`src/rtl/trap_pkg.sv`:
```
package trap_pkg;

    localparam int CAUSE_W = 4;
    localparam int SR_W    = 16;

    // Status word bit positions
    localparam int SB_SUPV   = 0;
    localparam int SB_TICKEN = 1;
    localparam int SB_INTEN  = 2;
    localparam int SB_DMMU   = 5;
    localparam int SB_IMMU   = 6;
    localparam int SB_DSLOT  = 13;

    // Bits whose change on return calls for a translation flush
    localparam logic [SR_W-1:0] MODE_MASK =
        SR_W'((1 << SB_SUPV) | (1 << SB_DMMU) | (1 << SB_IMMU));

    typedef enum logic [2:0] {
        ACT_IDLE,
        ACT_ENTER,
        ACT_RETURN,
        ACT_BADIDX,
        ACT_SRWR
    } act_e;

    typedef struct packed {
        act_e               act;
        logic [CAUSE_W-1:0] idx;
        logic               async_cls;
    } decision_t;

    function automatic logic [SR_W-1:0] entry_sr(input logic [SR_W-1:0] s,
                                                 input logic ds);
        logic [SR_W-1:0] n;
        n = s;
        n[SB_DMMU]   = 1'b0;
        n[SB_IMMU]   = 1'b0;
        n[SB_INTEN]  = 1'b0;
        n[SB_TICKEN] = 1'b0;
        n[SB_SUPV]   = 1'b1;
        if (ds) n[SB_DSLOT] = 1'b1;
        return n;
    endfunction

endpackage

```
`src/rtl/trap_arbiter.sv`:
```
module trap_arbiter
    import trap_pkg::*;
#(
    parameter logic [CAUSE_W-1:0] CAUSE_TICK    = 4'd5,
    parameter logic [CAUSE_W-1:0] CAUSE_EXT     = 4'd8,
    parameter logic [CAUSE_W-1:0] CAUSE_SYSCALL = 4'd12,
    parameter logic [CAUSE_W-1:0] CAUSE_FPE     = 4'd13,
    parameter int unsigned        NUM_CAUSES    = 14
) (
    input  logic               ext_pend,
    input  logic               tick_pend,
    input  logic               exc_req,
    input  logic [CAUSE_W-1:0] exc_cause,
    input  logic               rfe_req,
    input  logic               sr_wr_en,
    input  logic               int_en,
    input  logic               tick_en,
    output decision_t          dec
);

    logic               hit;
    logic [CAUSE_W-1:0] idx;
    logic               legal;

    always_comb begin
        hit = 1'b0;
        idx = '0;
        if (exc_req) begin
            hit = 1'b1;
            idx = exc_cause;
        end else if (tick_pend && tick_en) begin
            hit = 1'b1;
            idx = CAUSE_TICK;
        end else if (ext_pend && int_en) begin
            hit = 1'b1;
            idx = CAUSE_EXT;
        end
        legal = (idx != '0) && (32'(idx) < NUM_CAUSES);
    end

    always_comb begin
        dec.idx       = idx;
        dec.async_cls = (idx == CAUSE_TICK) || (idx == CAUSE_EXT) ||
                        (idx == CAUSE_SYSCALL) || (idx == CAUSE_FPE);
        if (hit)           dec.act = legal ? ACT_ENTER : ACT_BADIDX;
        else if (rfe_req)  dec.act = ACT_RETURN;
        else if (sr_wr_en) dec.act = ACT_SRWR;
        else               dec.act = ACT_IDLE;
    end

endmodule

```
`src/rtl/trap_pc_sel.sv`:
```
module trap_pc_sel
    import trap_pkg::*;
#(
    parameter int XLEN       = 32,
    parameter int VEC_SHIFT  = 8,
    parameter int INSN_BYTES = 4
) (
    input  logic               in_dslot,
    input  logic               async_cls,
    input  logic [XLEN-1:0]    cur_pc,
    input  logic [XLEN-1:0]    next_pc,
    input  logic [XLEN-1:0]    branch_tgt,
    input  logic [CAUSE_W-1:0] idx,
    output logic [XLEN-1:0]    epc_new,
    output logic [XLEN-1:0]    vec_pc
);

    always_comb begin
        unique case ({in_dslot, async_cls})
            2'b11:   epc_new = branch_tgt;
            2'b10:   epc_new = cur_pc - XLEN'(INSN_BYTES);
            2'b01:   epc_new = next_pc;
            default: epc_new = cur_pc;
        endcase
        vec_pc = XLEN'(idx) << VEC_SHIFT;
    end

endmodule

```
`src/rtl/trap_regs.sv`:
```
module trap_regs
    import trap_pkg::*;
#(
    parameter int              XLEN       = 32,
    parameter int              VEC_SHIFT  = 8,
    parameter int              INSN_BYTES = 4,
    parameter logic [SR_W-1:0] SR_RESET   = 16'h0001
) (
    input  logic            clk,
    input  logic            rst,
    input  act_e            act,
    input  logic            in_dslot,
    input  logic [SR_W-1:0] sr_wr_data,
    input  logic [XLEN-1:0] epc_new,
    input  logic [XLEN-1:0] vec_pc,
    output logic [SR_W-1:0] sr_q,
    output logic [SR_W-1:0] esr_q,
    output logic [XLEN-1:0] epc_q,
    output logic            redir_valid,
    output logic [XLEN-1:0] redir_pc,
    output logic [XLEN-1:0] redir_npc,
    output logic            dslot_clr,
    output logic            tlb_flush,
    output logic            cause_err
);

    logic entering;
    logic returning;
    assign entering  = (act == ACT_ENTER);
    assign returning = (act == ACT_RETURN);

    always_ff @(posedge clk) begin
        if (rst) begin
            sr_q        <= SR_RESET;
            esr_q       <= '0;
            epc_q       <= '0;
            redir_valid <= 1'b0;
            redir_pc    <= '0;
            redir_npc   <= '0;
            dslot_clr   <= 1'b0;
            tlb_flush   <= 1'b0;
            cause_err   <= 1'b0;
        end else begin
            redir_valid <= 1'b0;
            dslot_clr   <= 1'b0;
            tlb_flush   <= 1'b0;
            cause_err   <= 1'b0;
            case (act)
                ACT_ENTER: begin
                    esr_q       <= sr_q;
                    sr_q        <= entry_sr(sr_q, in_dslot);
                    epc_q       <= epc_new;
                    redir_valid <= 1'b1;
                    redir_pc    <= vec_pc;
                    redir_npc   <= vec_pc + XLEN'(INSN_BYTES);
                    tlb_flush   <= 1'b1;
                    dslot_clr   <= in_dslot;
                end
                ACT_RETURN: begin
                    sr_q        <= esr_q;
                    redir_valid <= 1'b1;
                    redir_pc    <= epc_q;
                    redir_npc   <= epc_q;
                    tlb_flush   <= |((sr_q ^ esr_q) & MODE_MASK);
                end
                ACT_BADIDX: cause_err <= 1'b1;
                ACT_SRWR:   sr_q <= sr_wr_data;
                default: ;
            endcase
        end
    end

    assert_entry_mode_R4: assert property (@(posedge clk) disable iff (rst)
        $past(entering) |-> (sr_q[SB_SUPV] && !sr_q[SB_INTEN] && !sr_q[SB_TICKEN]
                             && !sr_q[SB_DMMU] && !sr_q[SB_IMMU]
                             && esr_q == $past(sr_q)));

    assert_entry_flush_R9: assert property (@(posedge clk) disable iff (rst)
        $past(entering) |-> (tlb_flush && redir_valid));

    assert_vec_align_R7: assert property (@(posedge clk) disable iff (rst)
        $past(entering) |-> (redir_pc[VEC_SHIFT-1:0] == '0 &&
                             redir_npc == redir_pc + XLEN'(INSN_BYTES)));

    assert_return_restore_R10: assert property (@(posedge clk) disable iff (rst)
        $past(returning) |-> (sr_q == $past(esr_q) && redir_pc == $past(epc_q)
                              && redir_npc == $past(epc_q)));

    assert_badidx_frozen_R8: assert property (@(posedge clk) disable iff (rst)
        cause_err |-> (sr_q == $past(sr_q) && esr_q == $past(esr_q) &&
                       epc_q == $past(epc_q) && !redir_valid && !tlb_flush));

    assert_pulse_excl_R8: assert property (@(posedge clk) disable iff (rst)
        $onehot0({redir_valid, cause_err}));

endmodule

```
`src/rtl/trap_seq.sv`:
```
module trap_seq
    import trap_pkg::*;
#(
    parameter int                 XLEN          = 32,
    parameter int                 VEC_SHIFT     = 8,
    parameter int                 INSN_BYTES    = 4,
    parameter logic [CAUSE_W-1:0] CAUSE_TICK    = 4'd5,
    parameter logic [CAUSE_W-1:0] CAUSE_EXT     = 4'd8,
    parameter logic [CAUSE_W-1:0] CAUSE_SYSCALL = 4'd12,
    parameter logic [CAUSE_W-1:0] CAUSE_FPE     = 4'd13,
    parameter int unsigned        NUM_CAUSES    = 14,
    parameter logic [SR_W-1:0]    SR_RESET      = 16'h0001
) (
    input  logic               clk,
    input  logic               rst,
    input  logic               ext_irq_pend,
    input  logic               tick_irq_pend,
    input  logic               exc_req,
    input  logic [CAUSE_W-1:0] exc_cause,
    input  logic               rfe_req,
    input  logic               sr_wr_en,
    input  logic [SR_W-1:0]    sr_wr_data,
    input  logic [XLEN-1:0]    cur_pc,
    input  logic [XLEN-1:0]    next_pc,
    input  logic [XLEN-1:0]    branch_tgt,
    input  logic               in_dslot,
    output logic [SR_W-1:0]    status,
    output logic [SR_W-1:0]    saved_status,
    output logic [XLEN-1:0]    saved_pc,
    output logic               redirect_valid,
    output logic [XLEN-1:0]    redirect_pc,
    output logic [XLEN-1:0]    redirect_npc,
    output logic               dslot_clear,
    output logic               tlb_flush,
    output logic               cause_err,
    output logic               wake
);

    decision_t       dec;
    logic [XLEN-1:0] epc_new;
    logic [XLEN-1:0] vec_pc;

    assign wake = ext_irq_pend | tick_irq_pend;

    trap_arbiter #(
        .CAUSE_TICK(CAUSE_TICK), .CAUSE_EXT(CAUSE_EXT),
        .CAUSE_SYSCALL(CAUSE_SYSCALL), .CAUSE_FPE(CAUSE_FPE),
        .NUM_CAUSES(NUM_CAUSES)
    ) u_arb (
        .ext_pend (ext_irq_pend),
        .tick_pend(tick_irq_pend),
        .exc_req  (exc_req),
        .exc_cause(exc_cause),
        .rfe_req  (rfe_req),
        .sr_wr_en (sr_wr_en),
        .int_en   (status[SB_INTEN]),
        .tick_en  (status[SB_TICKEN]),
        .dec      (dec)
    );

    trap_pc_sel #(
        .XLEN(XLEN), .VEC_SHIFT(VEC_SHIFT), .INSN_BYTES(INSN_BYTES)
    ) u_pcsel (
        .in_dslot  (in_dslot),
        .async_cls (dec.async_cls),
        .cur_pc    (cur_pc),
        .next_pc   (next_pc),
        .branch_tgt(branch_tgt),
        .idx       (dec.idx),
        .epc_new   (epc_new),
        .vec_pc    (vec_pc)
    );

    trap_regs #(
        .XLEN(XLEN), .VEC_SHIFT(VEC_SHIFT), .INSN_BYTES(INSN_BYTES),
        .SR_RESET(SR_RESET)
    ) u_regs (
        .clk        (clk),
        .rst        (rst),
        .act        (dec.act),
        .in_dslot   (in_dslot),
        .sr_wr_data (sr_wr_data),
        .epc_new    (epc_new),
        .vec_pc     (vec_pc),
        .sr_q       (status),
        .esr_q      (saved_status),
        .epc_q      (saved_pc),
        .redir_valid(redirect_valid),
        .redir_pc   (redirect_pc),
        .redir_npc  (redirect_npc),
        .dslot_clr  (dslot_clear),
        .tlb_flush  (tlb_flush),
        .cause_err  (cause_err)
    );

endmodule

```
`config.mk`:
```
export PLATFORM = sky130hd
export DESIGN_NAME = trap_seq
export DESIGN_NICKNAME = d
export VERILOG_FILES = /design/src/rtl/trap_pkg.sv /design/src/rtl/trap_arbiter.sv /design/src/rtl/trap_pc_sel.sv /design/src/rtl/trap_regs.sv /design/src/rtl/trap_seq.sv
export SDC_FILE = /design/constraint.sdc
export NUM_CORES = 1
export LEC_CHECK = 0
export ABC_CLOCK_PERIOD_IN_PS = 1900
export BUFFER_PORTS_ARGS = -buffer_cell sky130_fd_sc_hd__buf_2
export CORE_MARGIN = 3
export CORE_UTILIZATION = 35
export DETAILED_ROUTE_END_ITERATION = 7
export GPL_TIMING_DRIVEN = 1
export PLACE_DENSITY = 0.7
export SYNTH_ARGS = -nofsm -noshare
export SYNTH_HDL_FRONTEND = slang
export SYNTH_SLANG_ARGS = --single-unit
```
`constraint.sdc`:
```
create_clock -name clk -period 1.9 [get_ports clk]
set_input_delay 0.095 -clock clk [delete_from_list [all_inputs] [get_ports clk]]
set_output_delay 0.095 -clock clk [all_outputs]
set_load 0.02 [all_outputs]
```
==> impl_metrics.json <==
{
  "synth_top_cell_area_share": 0.359,
  "fill_cells": 1515,
  "drt-met1-wl_mm": 9.00,
  "hold_viol": 0,
  "vias": 6384,
  "layoutNonFillerInstCount": 1203,
  "routed.top_layer": "met5",
  "grt_setup_unrepaired": "yes",
  "place_congestion": 0.926,
  "dp.cells": 1181,
  "setup_ws_ns": -0.0317,
  "async_flop_share": 0,
  "synth.top_cells.by_count": "104 x nand2_1, 101 x dfxtp_1, 87 x nor2_1",
  "synth-seq-cells": 101,
  "numCtsBuffers": 9,
  "max-slew-margin-rel": 0.686,
  "clk_pin_slew_ns": 0.07,
  "failed_checks": "negative setup slack",
  "drc": 0,
  "leakage_uw": 0.00357,
  "synthToLayoutAreaGrowth_pct": 40.9,
  "dr_wl_met2_mm": 9.89,
  "first_pass_iters": 5,
  "drive_gt1_frac": 0.414,
  "core-area_um2": 15500,
  "setup_viol": 8,
  "cts_tree": "done",
  "clock-sinks": 101,
  "synth-edff-count": 0,
  "syn_area_per_cell_um2": 7.74,
  "grt_overflow": 0,
  "yosysWarnings": 0,
  "vdd_drop_max_v": 0.000428,
  "ant_nets": 0,
  "seq_area_um2": 2020,
  "powerDensity_nw_per_um2": 730,
  "wirelength_mm": 20.8,
  "hold_path.class": "in -> reg",
  "final_nets": 1112,
  "period_needed_ns": 1.93,
  "avgViaCountPerCell": 5.31,
  "numPortBuffers": 256,
  "synth_cells": 727,
  "criticalPathCategory": "reg -> reg",
  "grt_pass1_vias": 5955,
  "synth_most_common_cell": "nand2_1",
  "syn_nets": 852,
  "met3_length_mm": 1.49,
  "required_ns": 2.12,
  "clock_latency_ns": 0.34,
  "cp-end-kind": "flop",
  "io_pins": 257,
  "rows": 45,
  "clock_skew_ns": 0.00546,
  "synth_cell_type_count": 61,
  "dieHeight_um": 133,
  "place_hpwl_mm": 15.9,
  "die_area_um2": 17600,
  "finalPower_uw": 5790,
  "fmax_ghz": 0.518,
  "wl_per_cell_um": 17.3,
  "clk_path_buf_depth": 2,
  "synth_seq_area_share": 0.359,
  "cts_root_buf": "clkbuf_16",
  "grt_max_degree": 53,
  "multiInputGateArea_um2": 3190,
  "status": "complete, but fails checks",
  "grt_first_pass_wirelength_mm": 32.2,
  "start_util": 0.363,
  "period_share": 1.02,
  "synth_ff_type": "dfxtp_1",
  "maxCapViolations": 0,
  "ys_top_cells_by_area": "dfxtp_1 36%, nand2_1 6.9%, a21oi_1 6.0%",
  "htree_levels": 3,
  "cp_max_fo": 5,
  "fp.dieW_um": 133,
  "synth_area_um2": 5630,
  "yosysTopAreaCell": "dfxtp_1",
  "drtIter0Drc": 344,
  "antenna_found_initial": 1,
  "cp.arrival_ns": 2.15,
  "n_antenna_cell": 0,
  "start_kind": "flop",
  "tightestPinTransition_ns": 0.471,
  "drv_slew": 0,
  "globalRouteTotalUtil": 0.227
}
## worst max-delay path, stage by stage (launching register included)
cell,delay (ns)
dfxtp_2,0.33
nand2_2,0.06
o2111a_2,0.32
nor2_4,0.20
buf_12,0.14
buf_6,0.10
mux4_2,0.50
nor2_2,0.13
nor3_2,0.04
## what timing repair did
action / 4_1_cts / 5_1_grt
setup endpoints to repair: 24 / 31
hold buffers: 0 / 0
endpoints found under the hold margin: 0 / 0
pin swaps: 1 / 6
buffers inserted: 3 / 2
resized for setup: 5 / 28
cloned: 1 / 0
## report_power, final
group	total [uW]	internal [uW]	switching, uW
Combinational	1460	625	831
Clock	1980	1160	821
Sequential	2350	2240	112
## path summary, 6_finish.rpt
kind	startpoint	end	slack, ns	cells past startpoint
max	u_regs.sr_q[2]$_SDFFE_PP0P_	u_regs.epc_q[11]$_SDFFE_PP0P_	-0.03	8
min	cur_pc[31]	u_regs.epc_q[31]$_SDFFE_PP0P_	0.04	2
max reg2reg	u_regs.sr_q[2]$_SDFFE_PP0P_	u_regs.epc_q[11]$_SDFFE_PP0P_	-0.03	8
min reg2reg	u_regs.redir_pc[2]$_SDFFE_PP0P_	u_regs.redir_pc[2]$_SDFFE_PP0P_	0.46	2
## logic make-up (layout without fill, tap and decap cells)
| group | count (synthesis) | count (layout) | share of synthesized area |
|---|---|---|---|
| AND/OR/NAND/NOR | 336 | 336 | 0.286 |
| AO/OA/AOI/OAI | 155 | 155 | 0.175 |
| flip-flops | 101 | 101 | 0.359 |
| buffers and inverters | 96 | 361 | 0.0887 |
| multiplexers | 20 | 20 | 0.0614 |
| XOR/XNOR | 18 | 18 | 0.0280 |
| adder cells (fa/ha/maj) | 1 | 1 | 0.00222 |
## stage by stage
stage	TNS, ns	utilization	setup WS, ns	instance area, um2	hold slack [ns]
after global routing	-1.60	0.512	-0.114	7930	0.0364
after detailed placement	-1.89	0.482	-0.233	7460	0.391
after global placement	-1.18	0.482	-0.169	7460	0.386
after CTS	-0.0227	0.506	-0.0227	7840	0.0194
final	-0.121	0.512	-0.0317	7930	0.0381
after floorplan	-0.0364	-	-0.0138	5630	0.247
## flip-flops by register name (all words and copies together), names as in the netlist
signal	flops
u_regs.epc_q	32
u_regs.redir_npc	31
u_regs.esr_q	16
u_regs.sr_q	16
u_regs.redir_pc	2
u_regs.cause_err	1
u_regs.dslot_clr	1
u_regs.redir_valid	1
u_regs.tlb_flush	1
## cell usage in the layout, fill, tap and decap left out, types with 3 or more instances in the layout
| master | n |
|---|---|
| nor4_2 | 3 |
| o311a_1 | 3 |
| nor3_2 | 5 |
| a31oi_1 | 9 |
| nor3b_1 | 3 |
| nand2_2 | 4 |
| xnor2_1 | 12 |
| mux2i_1 | 5 |
| o21ai_1 | 4 |
| nor2_2 | 4 |
| clkbuf_16 | 9 |
| nor4_1 | 18 |
| xor2_1 | 6 |
| o21ai_0 | 23 |
| buf_12 | 13 |
| buf_2 | 255 |
| o221a_2 | 5 |
| nor2b_1 | 15 |
| a21oi_1 | 68 |
| inv_1 | 4 |
| mux4_2 | 11 |
| o31ai_1 | 4 |
| nand2_1 | 100 |
| nand4_1 | 8 |
| a22oi_1 | 5 |
| buf_4 | 69 |
| nor3_1 | 37 |
| or3_1 | 6 |
| nor2_1 | 82 |
| mux2_2 | 3 |
| dfxtp_1 | 100 |
| o211ai_1 | 3 |
| a211oi_1 | 3 |
| nand3_1 | 32 |
| buf_6 | 3 |
| o311ai_1 | 3 |
| a32o_1 | 3 |
## routing by layer
layer	global-route usage	vias up
li1	-	3077
met1	0.298	3004
met2	0.376	267
met3	0.0529	34
met4	0.0595	2
met5	0	-
## cell type report
cell class / count / area share
inverter: 4 / 0.00189
clock inverter: 6 / 0.0109
sequential: 101 / 0.255
multi-input combinational: 530 / 0.402
clock buffer: 10 / 0.0289
timing repair buffer: 341 / 0.267
tap: 211 / 0.0333
Note: power is estimated with default switching activity, not from simulation.
